<file path="src/rtl/rs_pkg.sv">
package rs_pkg;
  parameter int unsigned OP_W   = 4;
  parameter int unsigned TAG_W  = 4;
  parameter int unsigned DATA_W = 16;

  typedef struct packed {
    logic [TAG_W-1:0]  tag;
    logic [DATA_W-1:0] data;
    logic              rdy;
  } src_t;

  typedef struct packed {
    logic              vld;
    logic [OP_W-1:0]   op;
    src_t              s1;
    src_t              s2;
    logic [TAG_W-1:0]  dst;
  } entry_t;

  // capture broadcast into a waiting source; ready sources are left alone
  function automatic src_t src_capture(src_t s, logic bv, logic [TAG_W-1:0] bt,
                                       logic [DATA_W-1:0] bd);
    src_t r;
    r = s;
    if (!s.rdy && bv && (bt == s.tag)) begin
      r.rdy  = 1'b1;
      r.data = bd;
    end
    return r;
  endfunction
endpackage

</file>
<file path="src/rtl/rs_slot.sv">
module rs_slot import rs_pkg::*; (
  input  logic              clk_i,
  input  logic              rst_ni,
  input  logic              flush_i,
  input  logic              wr_i,
  input  logic [OP_W-1:0]   wr_op_i,
  input  logic [TAG_W-1:0]  wr_s1_tag_i,
  input  logic [DATA_W-1:0] wr_s1_data_i,
  input  logic              wr_s1_rdy_i,
  input  logic [TAG_W-1:0]  wr_s2_tag_i,
  input  logic [DATA_W-1:0] wr_s2_data_i,
  input  logic              wr_s2_rdy_i,
  input  logic [TAG_W-1:0]  wr_dst_i,
  input  logic              clr_i,
  input  logic              bc_vld_i,
  input  logic [TAG_W-1:0]  bc_tag_i,
  input  logic [DATA_W-1:0] bc_data_i,
  output logic              vld_o,
  output logic              rdy_o,
  output logic [OP_W-1:0]   op_o,
  output logic [DATA_W-1:0] d1_o,
  output logic [DATA_W-1:0] d2_o,
  output logic [TAG_W-1:0]  dst_o
);
  entry_t ent_q;
  src_t   wr_s1, wr_s2;

  assign wr_s1 = '{tag: wr_s1_tag_i, data: wr_s1_data_i, rdy: wr_s1_rdy_i};
  assign wr_s2 = '{tag: wr_s2_tag_i, data: wr_s2_data_i, rdy: wr_s2_rdy_i};

  always_ff @(posedge clk_i or negedge rst_ni) begin
    if (!rst_ni) begin
      ent_q <= '0;
    end else if (flush_i) begin
      ent_q <= '0;
    end else if (wr_i) begin
      ent_q.vld <= 1'b1;
      ent_q.op  <= wr_op_i;
      ent_q.dst <= wr_dst_i;
      ent_q.s1  <= src_capture(wr_s1, bc_vld_i, bc_tag_i, bc_data_i);
      ent_q.s2  <= src_capture(wr_s2, bc_vld_i, bc_tag_i, bc_data_i);
    end else if (clr_i) begin
      ent_q.vld <= 1'b0;
    end else if (ent_q.vld) begin
      ent_q.s1 <= src_capture(ent_q.s1, bc_vld_i, bc_tag_i, bc_data_i);
      ent_q.s2 <= src_capture(ent_q.s2, bc_vld_i, bc_tag_i, bc_data_i);
    end
  end

  assign vld_o = ent_q.vld;
  assign rdy_o = ent_q.vld & ent_q.s1.rdy & ent_q.s2.rdy;
  assign op_o  = ent_q.op;
  assign d1_o  = ent_q.s1.data;
  assign d2_o  = ent_q.s2.data;
  assign dst_o = ent_q.dst;
endmodule

</file>
<file path="src/rtl/rs_alloc.sv">
module rs_alloc #(
  parameter int unsigned N = 4
) (
  input  logic [N-1:0] vld_i,
  output logic [N-1:0] pick_o,
  output logic         full_o
);
  // lowest-index free slot
  always_comb begin
    logic found;
    found  = 1'b0;
    pick_o = '0;
    for (int i = 0; i < N; i++) begin
      if (!vld_i[i] && !found) begin
        pick_o[i] = 1'b1;
        found     = 1'b1;
      end
    end
  end

  assign full_o = &vld_i;
endmodule

</file>
<file path="src/rtl/rs_age.sv">
module rs_age #(
  parameter int unsigned N = 4
) (
  input  logic         clk_i,
  input  logic         rst_ni,
  input  logic         flush_i,
  input  logic [N-1:0] alloc_i,
  input  logic [N-1:0] ready_i,
  output logic [N-1:0] grant_o
);
  // older_q[i][j] set: slot i was written before slot j
  logic [N-1:0][N-1:0] older_q;

  always_ff @(posedge clk_i or negedge rst_ni) begin
    if (!rst_ni) begin
      older_q <= '0;
    end else if (flush_i) begin
      older_q <= '0;
    end else begin
      for (int i = 0; i < N; i++) begin
        for (int j = 0; j < N; j++) begin
          if (alloc_i[i])                older_q[i][j] <= 1'b0;
          else if (alloc_i[j] && i != j) older_q[i][j] <= 1'b1;
        end
      end
    end
  end

  always_comb begin
    for (int i = 0; i < N; i++) begin
      logic blk;
      blk = 1'b0;
      for (int j = 0; j < N; j++) blk = blk | (ready_i[j] & older_q[j][i]);
      grant_o[i] = ready_i[i] & ~blk;
    end
  end
endmodule

</file>
<file path="src/rtl/rs_station.sv">
module rs_station import rs_pkg::*; #(
  parameter int unsigned NUM_ENTRIES = 4
) (
  input  logic              clk_i,
  input  logic              rst_ni,
  input  logic              flush_i,
  input  logic              disp_valid_i,
  input  logic [OP_W-1:0]   disp_op_i,
  input  logic [TAG_W-1:0]  disp_s1_tag_i,
  input  logic [DATA_W-1:0] disp_s1_data_i,
  input  logic              disp_s1_rdy_i,
  input  logic [TAG_W-1:0]  disp_s2_tag_i,
  input  logic [DATA_W-1:0] disp_s2_data_i,
  input  logic              disp_s2_rdy_i,
  input  logic [TAG_W-1:0]  disp_dst_i,
  output logic              full_o,
  input  logic              bc_valid_i,
  input  logic [TAG_W-1:0]  bc_tag_i,
  input  logic [DATA_W-1:0] bc_data_i,
  output logic              issue_valid_o,
  output logic [OP_W-1:0]   issue_op_o,
  output logic [DATA_W-1:0] issue_s1_o,
  output logic [DATA_W-1:0] issue_s2_o,
  output logic [TAG_W-1:0]  issue_dst_o
);
  localparam int unsigned N = NUM_ENTRIES;

  logic [N-1:0] vld_vec, rdy_vec, free_pick, alloc_oh, grant_oh;
  logic [OP_W-1:0]   ent_op  [N];
  logic [DATA_W-1:0] ent_d1  [N];
  logic [DATA_W-1:0] ent_d2  [N];
  logic [TAG_W-1:0]  ent_dst [N];
  logic disp_acc;

  assign disp_acc = disp_valid_i & ~full_o & ~flush_i;
  assign alloc_oh = free_pick & {N{disp_acc}};

  rs_alloc #(.N(N)) u_alloc (
    .vld_i  (vld_vec),
    .pick_o (free_pick),
    .full_o (full_o)
  );

  for (genvar g = 0; g < N; g++) begin : g_slot
    rs_slot u_slot (
      .clk_i        (clk_i),
      .rst_ni       (rst_ni),
      .flush_i      (flush_i),
      .wr_i         (alloc_oh[g]),
      .wr_op_i      (disp_op_i),
      .wr_s1_tag_i  (disp_s1_tag_i),
      .wr_s1_data_i (disp_s1_data_i),
      .wr_s1_rdy_i  (disp_s1_rdy_i),
      .wr_s2_tag_i  (disp_s2_tag_i),
      .wr_s2_data_i (disp_s2_data_i),
      .wr_s2_rdy_i  (disp_s2_rdy_i),
      .wr_dst_i     (disp_dst_i),
      .clr_i        (grant_oh[g]),
      .bc_vld_i     (bc_valid_i),
      .bc_tag_i     (bc_tag_i),
      .bc_data_i    (bc_data_i),
      .vld_o        (vld_vec[g]),
      .rdy_o        (rdy_vec[g]),
      .op_o         (ent_op[g]),
      .d1_o         (ent_d1[g]),
      .d2_o         (ent_d2[g]),
      .dst_o        (ent_dst[g])
    );
  end

  rs_age #(.N(N)) u_age (
    .clk_i   (clk_i),
    .rst_ni  (rst_ni),
    .flush_i (flush_i),
    .alloc_i (alloc_oh),
    .ready_i (rdy_vec),
    .grant_o (grant_oh)
  );

  // grant is one-hot, so an OR mux suffices
  always_comb begin
    issue_op_o  = '0;
    issue_s1_o  = '0;
    issue_s2_o  = '0;
    issue_dst_o = '0;
    for (int i = 0; i < N; i++) begin
      if (grant_oh[i]) begin
        issue_op_o  = issue_op_o  | ent_op[i];
        issue_s1_o  = issue_s1_o  | ent_d1[i];
        issue_s2_o  = issue_s2_o  | ent_d2[i];
        issue_dst_o = issue_dst_o | ent_dst[i];
      end
    end
  end

  assign issue_valid_o = |grant_oh;
endmodule

</file>
<file path="config.mk">
export PLATFORM = sky130hd
export DESIGN_NAME = rs_station
export DESIGN_NICKNAME = d
export VERILOG_FILES = /design/src/rtl/rs_pkg.sv /design/src/rtl/rs_slot.sv /design/src/rtl/rs_alloc.sv /design/src/rtl/rs_age.sv /design/src/rtl/rs_station.sv
export SDC_FILE = /design/constraint.sdc
export NUM_CORES = 1
export LEC_CHECK = 0
export ABC_AREA = 1
export ABC_CLOCK_PERIOD_IN_PS = 2600
export BUFFER_PORTS_ARGS = -buffer_cell sky130_fd_sc_hd__buf_2
export CORE_UTILIZATION = 35
export CTS_BUF_LIST = sky130_fd_sc_hd__clkbuf_8
export CTS_CLUSTER_DIAMETER = 80
export CTS_CLUSTER_SIZE = 12
export DETAILED_ROUTE_END_ITERATION = 10
export HOLD_SLACK_MARGIN = 0.1
export PLACE_DENSITY = 0.6
export SLEW_MARGIN = 20
export SYNTH_ARGS = -nofsm -noshare
export SYNTH_HDL_FRONTEND = slang
export SYNTH_SLANG_ARGS = --single-unit
</file>
<file path="constraint.sdc">
create_clock -name clk_i -period 2.6 [get_ports clk_i]
set_clock_uncertainty 0.1 [all_clocks]
set_input_delay 0.65 -clock clk_i [delete_from_list [all_inputs] [get_ports clk_i]]
set_output_delay 0.65 -clock clk_i [all_outputs]
set_load 0.02 [all_outputs]
</file>
==> results.yml, run 1 <==
outcome:
  status: "finished with violations"
  violations: "setup timing"
sta:
  relSlewSlack: 0.447
  rsz0062_at_grt: "true"
  period_minus_slack_ns: 2.91
  setup_viol: 41
  tightestPinTransition_ns: 0.828
  fin_hold_ws_ns: 0.311
  hold_viol: 0
  fmax_ghz: 0.344
  min_period_over_period: 1.12
  drv_slew: 0
  fin_tns_setup_ns: -9.65
  worst_slack_ns: -0.309
global_route:
  grt_overflow_total: 0
  grt_first_pass_wirelength_mm: 70.6
  grt_pass1_vias: 12000
  track_usage: 0.276
  grt_max_degree: 63
  antenna_found_initial: 0
layout:
  fin_nets: 1839
  final_cells: 2207
  final_util: 0.449
  area_growth_syn_to_layout_pct: 26.1
  antenna_cells: 0
  fillers: 3289
  most-common-layout-cells: "nand2_1 (581), nand3_1 (301), dfrtp_1 (216)"
  final_common_cell: "nand2_1"
  drive_gt1_frac: 0.212
setup_path:
  cp.required_ns: 1.85
  critPathTopFamily: "buffers and inverters"
  cp.arrival_ns: 2.16
  crit_buf_inv: 4
  endpoint_kind: "primary output"
  critPathKind: "reg -> out"
  start_kind: "flop"
  slowest_delay_ns: 0.41
  crit_chain: "buf_6 > nand4_1 > nand2_2 > nor2_4 > buf_6 > buf_12 > nand2_4 > nand4_1 > buf_4"
  slowest_stage: "dfrtp_1"
  cp_max_fo: 8
logic_synthesis:
  yosysSeqAreaShare: 0.467
  yosysUniqueCellTypes: 33
  syn_area_per_cell_sq_um: 7.24
  yosys_warnings: 0
  yosysTopAreaCell: "dfrtp_1"
  syn_nets: 1674
  netlist.area_leader.share: 0.467
  synth_seq_cells: 216
  syn-cell-area_sq_um: 11600
  synth_area_leaders: "dfrtp_1 (47%), nand2_1 (21%), nand3_1 (13%), nand4_1 (2.8%), o21ai_0 (2.6%)"
  synthCells: 1599
worst_hold_path:
  hp-class: "in -> reg"
drt:
  drt_iter0_markers: 1831
  wl_per_cell_um: 21.3
  drc: 0
  routed_wl_mm: 47.1
  drt-pass1-iter-count: 7
  antenna_left: 0
  vias: 12500
  vias_per_cell: 5.67
clocking:
  clock_latency_ns: 0.55
  clock_path_buffers: 3
  cts_root_buf: "clkbuf_8"
  cts_tree: "yes"
  htreeDepth: 1
  clkTransAtPathRegs_ns: 0.09
  cts_made_buffers: 22
  clock-sinks: 216
pwr:
  power_density_nw_per_um2: 509
  power.leakage_uw: 0.00741
  ir_drop_mv: 0.350
floorplanning:
  design.die.area_sq_um: 33800
  start_util: 0.356
  rows: 66
  ios: 117
  coreArea_sq_um: 32500
  die_w_um: 184
  die_y_um: 184
place:
  hpwl_mm: 30.0
  placement.io_buffers: 116
  placed_cells: 2152
  place_ws_ns: -0.0896
  gp_congestion: 0.931
flow_run:
  drv_cap: 0
[sequential cells by signal, indices dropped and copies added (netlist names)]
name / cells
g_slot.u_slot.d1_o: 64
g_slot.u_slot.d2_o: 64
g_slot.u_slot.ent_q: 40
g_slot.u_slot.dst_o: 16
g_slot.u_slot.op_o: 16
u_age.older_q: 12
g_slot.u_slot.vld_o: 4
[final timing paths]
check,from,end,slack [ns],depth (start not counted)
min reg2reg,g_slot[1].u_slot.d1_o[5]$_DFFE_PN0P_,g_slot[1].u_slot.d1_o[5]$_DFFE_PN0P_,0.39,2
max reg2reg,g_slot[1].u_slot.vld_o$_DFFE_PN0P_,g_slot[0].u_slot.d2_o[0]$_DFFE_PN0P_,0.26,10
min in group asynchronous,rst_ni,g_slot[3].u_slot.d2_o[7]$_DFFE_PN0P_,0.51,2
min,disp_dst_i[2],g_slot[3].u_slot.dst_o[2]$_DFFE_PN0P_,0.31,3
max in group asynchronous,rst_ni,g_slot[3].u_slot.d2_o[14]$_DFFE_PN0P_,1.15,3
max,g_slot[2].u_slot.ent_q[25]$_DFFE_PN0P_,issue_s2_o[15],-0.31,9
[worst min-delay path, stage by stage]
cell     delay, ns
buf_2         0.09
inv_1         0.07
o21ai_0       0.09
[area by class of cell]
| type | instances | area [sq um] | area share |
|---|---|---|---|
| Inverter | 82 | 310 | 0.0212 |
| Tap cell | 442 | 553 | 0.0379 |
| Clock inverter | 2 | 38.8 | 0.00266 |
| Sequential cell | 216 | 5410 | 0.370 |
| Clock buffer | 23 | 317 | 0.0217 |
| Multi-Input combinational cell | 1222 | 5940 | 0.406 |
| Timing Repair Buffer | 220 | 2050 | 0.140 |
[logic make-up (layout without fill, tap and decap cells)]
logic type	after synthesis	after routing	share of synthesized area
AO/OA/AOI/OAI	119	119	0.0608
XOR/XNOR	8	8	0.00605
buffers and inverters	162	327	0.0571
flip-flops	216	216	0.467
AND/OR/NAND/NOR	1094	1095	0.409
[metrics by stage]
stage          power [uW]  cell area, sq um
4_1_cts              7420             14200
3_3_place_gp         5270             13200
5_1_grt              7770             14600
3_5_place_dp         5290             13200
6_report             7440             14600
2_1_floorplan        4640             11600
[repair_timing]
item / 4_1_cts / 5_1_grt
buffers inserted: 16 / 5
cloned: 6 / 5
hold endpoints to repair: 52 / 0
gates resized for setup: 110 / 98
hold buffers: 1 / 0
endpoints found under the setup margin: 41 / 42
pin swaps: 26 / 30
[layer usage]
layer  part of all wire  routed length, um  GRT usage
met5                  0                  0          0
met4              0.049               2300      0.135
met3               0.10               4710     0.0363
met2               0.45              21100      0.433
met1               0.40              19100      0.374
[synth_stat cells, drive strengths merged]
cell type	instances
o22ai	22
nor3	1
buf	32
clkbuf	48
xor2	3
dfrtp	216
nand3b	3
nand3	301
nor2	70
o2111ai	8
a21oi	14
xnor2	5
o211ai	4
nand4	54
nand2	665
o21a	3
inv	82
o21ai	68
[power breakdown]
part           internal, uW  switching (uW)  total, uW
registers              3700             251       3950
logic                   454             919       1370
clock network           898            1210       2110
(Power assumes the default switching activity.)
==> run 2, diff against run 1 <==
- ABC_AREA: 1 -> unset
==> run 2 against run 1 <==
  * The flow still finishes with violations (setup timing)
  * Setup slack got worse by 0.17 ns
  * Final cell count decreased by 21%
  * Cell area decreased by 5.9%
  * Global-route usage decreased by 4.7 points
  * Critical path depth decreased by 1
  * Synthesized cell count decreased by 23%
  * Total power decreased by 9.3%
  * Critical path type unchanged
==> results.yml, run 2 <==
logic_synthesis:
  yosys.area_share.adder: 0
  synth.area.mux_share: 0.0711
  async_reset_ff_frac: 1.00
  synth_seq_cells: 216
  syn_area_per_cell_sq_um: 9.15
  yosysSeqAreaShare: 0.480
  synth_xor_area_frac: 0.0331
  synth-compound-area-share: 0.203
  yosys_warnings: 0
  synthCells: 1231
  yosysTopAreaCell: "dfrtp_1"
  yosys_most_used_dff: "dfrtp_1"
  synth-edff-count: 0
  synth_top_family_by_area: "compound AO/OA/AOI/OAI gates"
  syn_nets: 1306
  netlist.area_leader.share: 0.480
  yosysUniqueCellTypes: 42
  syn-cell-area_sq_um: 11300
  synth.top_cells.by_count: "nand2_1 (319), dfrtp_1 (216), nor2_1 (94)"
  synthSimpleGateAreaFrac: 0.161
  synth_most_common_cell: "nand2_1"
  synth_area_leaders: "dfrtp_1 (48%), nand2_1 (11%), mux2i_1 (7.1%), a22oi_1 (5.5%), a311oi_1 (3.7%)"
pwr:
  ir_drop_mv: 0.370
  pwr-share-comb: 0.169
  pwr-share-seq: 0.549
  intPower_uw: 4730
  p_clk_frac: 0.282
  p_switching_uw: 2020
  power_density_nw_per_um2: 491
  power.leakage_uw: 0.00591
  p_total_uw: 6750
  p_sw_frac: 0.299
layout:
  stdcell_area_sq_um: 13700
  drive_gt1_frac: 0.219
  fillers: 3012
  final_common_cell: "nand2_1"
  most-common-layout-cells: "nand2_1 (309), dfrtp_1 (216), nor2_1 (94)"
  fin_nets: 1419
  final_cells: 1749
  area_growth_syn_to_layout_pct: 22.1
sta:
  drv_slew: 0
  rsz0062_at_grt: "true"
  fin_hold_ws_ns: 0.270
  fmax_ghz: 0.325
  setup_viol: 41
  min_period_over_period: 1.18
  worst_slack_ns: -0.479
  relSlewSlack: 0.363
  hold_viol: 0
  period_minus_slack_ns: 3.08
  tightestPinTransition_ns: 0.955
global_route:
  grt_pass1_vias: 9886
  grt_overflow_total: 0
  grt_first_pass_wirelength_mm: 58.6
  grt_max_degree: 86
  track_usage: 0.229
  antenna_found_initial: 5
outcome:
  status: "finished with violations"
  violations: "setup timing"
clocking:
  cts_root_buf: "clkbuf_8"
  htreeDepth: 1
  clkTransAtPathRegs_ns: 0.09
  clock_latency_ns: 0.54
  cts_tree: "yes"
  cts_made_buffers: 21
  clock-sinks: 216
  clock_path_buffers: 3
setup_path:
  endpoint_kind: "primary output"
  slowest_stage: "dfrtp_1"
  start_kind: "flop"
  slowest_delay_ns: 0.38
  critPathKind: "reg -> out"
  cp_common_cell: "buf_6"
  crit_chain: "and3_4 > a222oi_1 > and2_4 > buf_6 > buf_12 > a22oi_1 > nand2_1 > buf_6"
  cp.required_ns: 1.85
  crit_buf_inv: 3
  cp.arrival_ns: 2.33
  cp_max_fo: 5
  critPathTopFamily: "simple AND/OR/NAND/NOR gates"
drt:
  wl_per_cell_um: 21.2
  routed_wl_mm: 37.1
  antenna_left: 0
  vias: 9728
  drt_iter0_markers: 808
  vias_per_cell: 5.56
  drc: 0
  drt-pass1-iter-count: 5
floorplanning:
  die_w_um: 181
  ios: 117
  design.die.area_sq_um: 32900
  die_y_um: 181
  rows: 65
  coreArea_sq_um: 31600
  start_util: 0.356
flow_run:
  drv_cap: 0
worst_hold_path:
  hp-class: "in -> reg"
place:
  placement.io_buffers: 116
  placed_cells: 1706
  gp_congestion: 0.830
  hpwl_mm: 23.6
  place_area_sq_um: 12800
## run 2: cell types whose count changed after synthesis, sizes merged, moves of 48 or more
cell    change
nand3     -293
nand2     -346
a22oi      +83
a21oi      +63
mux2i      +80
nand4      -53
inv        -76
a311oi     +48
## run 2: cells by family after synthesis
logic type | count (synthesis)
flip-flops | 216
AND/OR/NAND/NOR | 454
multiplexers | 80
AO/OA/AOI/OAI | 320
XOR/XNOR | 40
buffers and inverters | 121
## run 2: area by class of cell
type	count	area, sq um	area share
multi-input cells	895	5530	0.402
flip-flops and latches	216	5410	0.393
repair buffers	204	1980	0.144
well taps	402	503	0.0366
clock buffers	21	289	0.0210
inverters	6	22.5	0.00164
diodes	4	10.0	0.000728
clock inverters	1	7.51	0.000546
## run 2: worst reg2reg max path: stages (launching register included)
cell and delay (ns):
dfrtp_1 0.35, buf_4 0.10, buf_4 0.14, nand3_1 0.15, nand2b_1 0.37, a21oi_4 0.24, buf_12 0.21, mux2i_1 0.24
o21ai_1 0.08
## run 2: through the flow
step | util | setup WS, ns | setup TNS, ns
after detailed placement | 0.403 | -0.0304 | -0.0605
after CTS | 0.432 | -0.435 | -16.32
final | 0.434 | -0.479 | -17.57
after global placement | 0.403 | -0.00823 | -0.00823
after floorplan | - | 0.116 | 0
after global routing | 0.434 | -0.581 | -21.77
## run 2: layer usage
layer | GRT usage | vias to the layer above | routed length (um)
li1 | - | 4519 | -
met1 | 0.313 | 4805 | 16400
met2 | 0.365 | 322 | 17300
met3 | 0.0333 | 80 | 2270
met4 | 0.0864 | 2 | 1190
met5 | 0 | - | 8
## run 2: path summary, 6_finish.rpt
path	from	end	cells after the start	slack [ns]
worst min register to register	g_slot[3].u_slot.d2_o[13]$_DFFE_PN0P_	g_slot[3].u_slot.d2_o[13]$_DFFE_PN0P_	2	0.39
worst max-delay path	g_slot[0].u_slot.vld_o$_DFFE_PN0P_	issue_op_o[0]	8	-0.48
worst min-delay path	disp_dst_i[3]	g_slot[0].u_slot.dst_o[3]$_DFFE_PN0P_	3	0.27
worst max register to register	g_slot[0].u_slot.vld_o$_DFFE_PN0P_	g_slot[3].u_slot.d1_o[8]$_DFFE_PN0P_	8	0.52
min in group asynchronous	rst_ni	g_slot[1].u_slot.d2_o[7]$_DFFE_PN0P_	2	0.51
max in group asynchronous	rst_ni	g_slot[1].u_slot.dst_o[2]$_DFFE_PN0P_	3	1.20
## run 2: timing repair
action                     CTS  global route
setup endpoints to repair   41            41
buffers inserted             9             4
pin swaps                   28             9
hold buffers                 1             0
resized for setup          131            11
hold endpoints to repair    51             0
cloned                       3             1
## run 2: power groups by stage
stage | registers (uW) | logic, uW | clock network, uW
2_1_floorplan | 3730 | 627 | 0
3_3_place_gp | 3750 | 1090 | 0
3_5_place_dp | 3760 | 1110 | 0
4_1_cts | 3700 | 1140 | 1960
5_1_grt | 3730 | 1250 | 2080
6_report | 3700 | 1140 | 1900
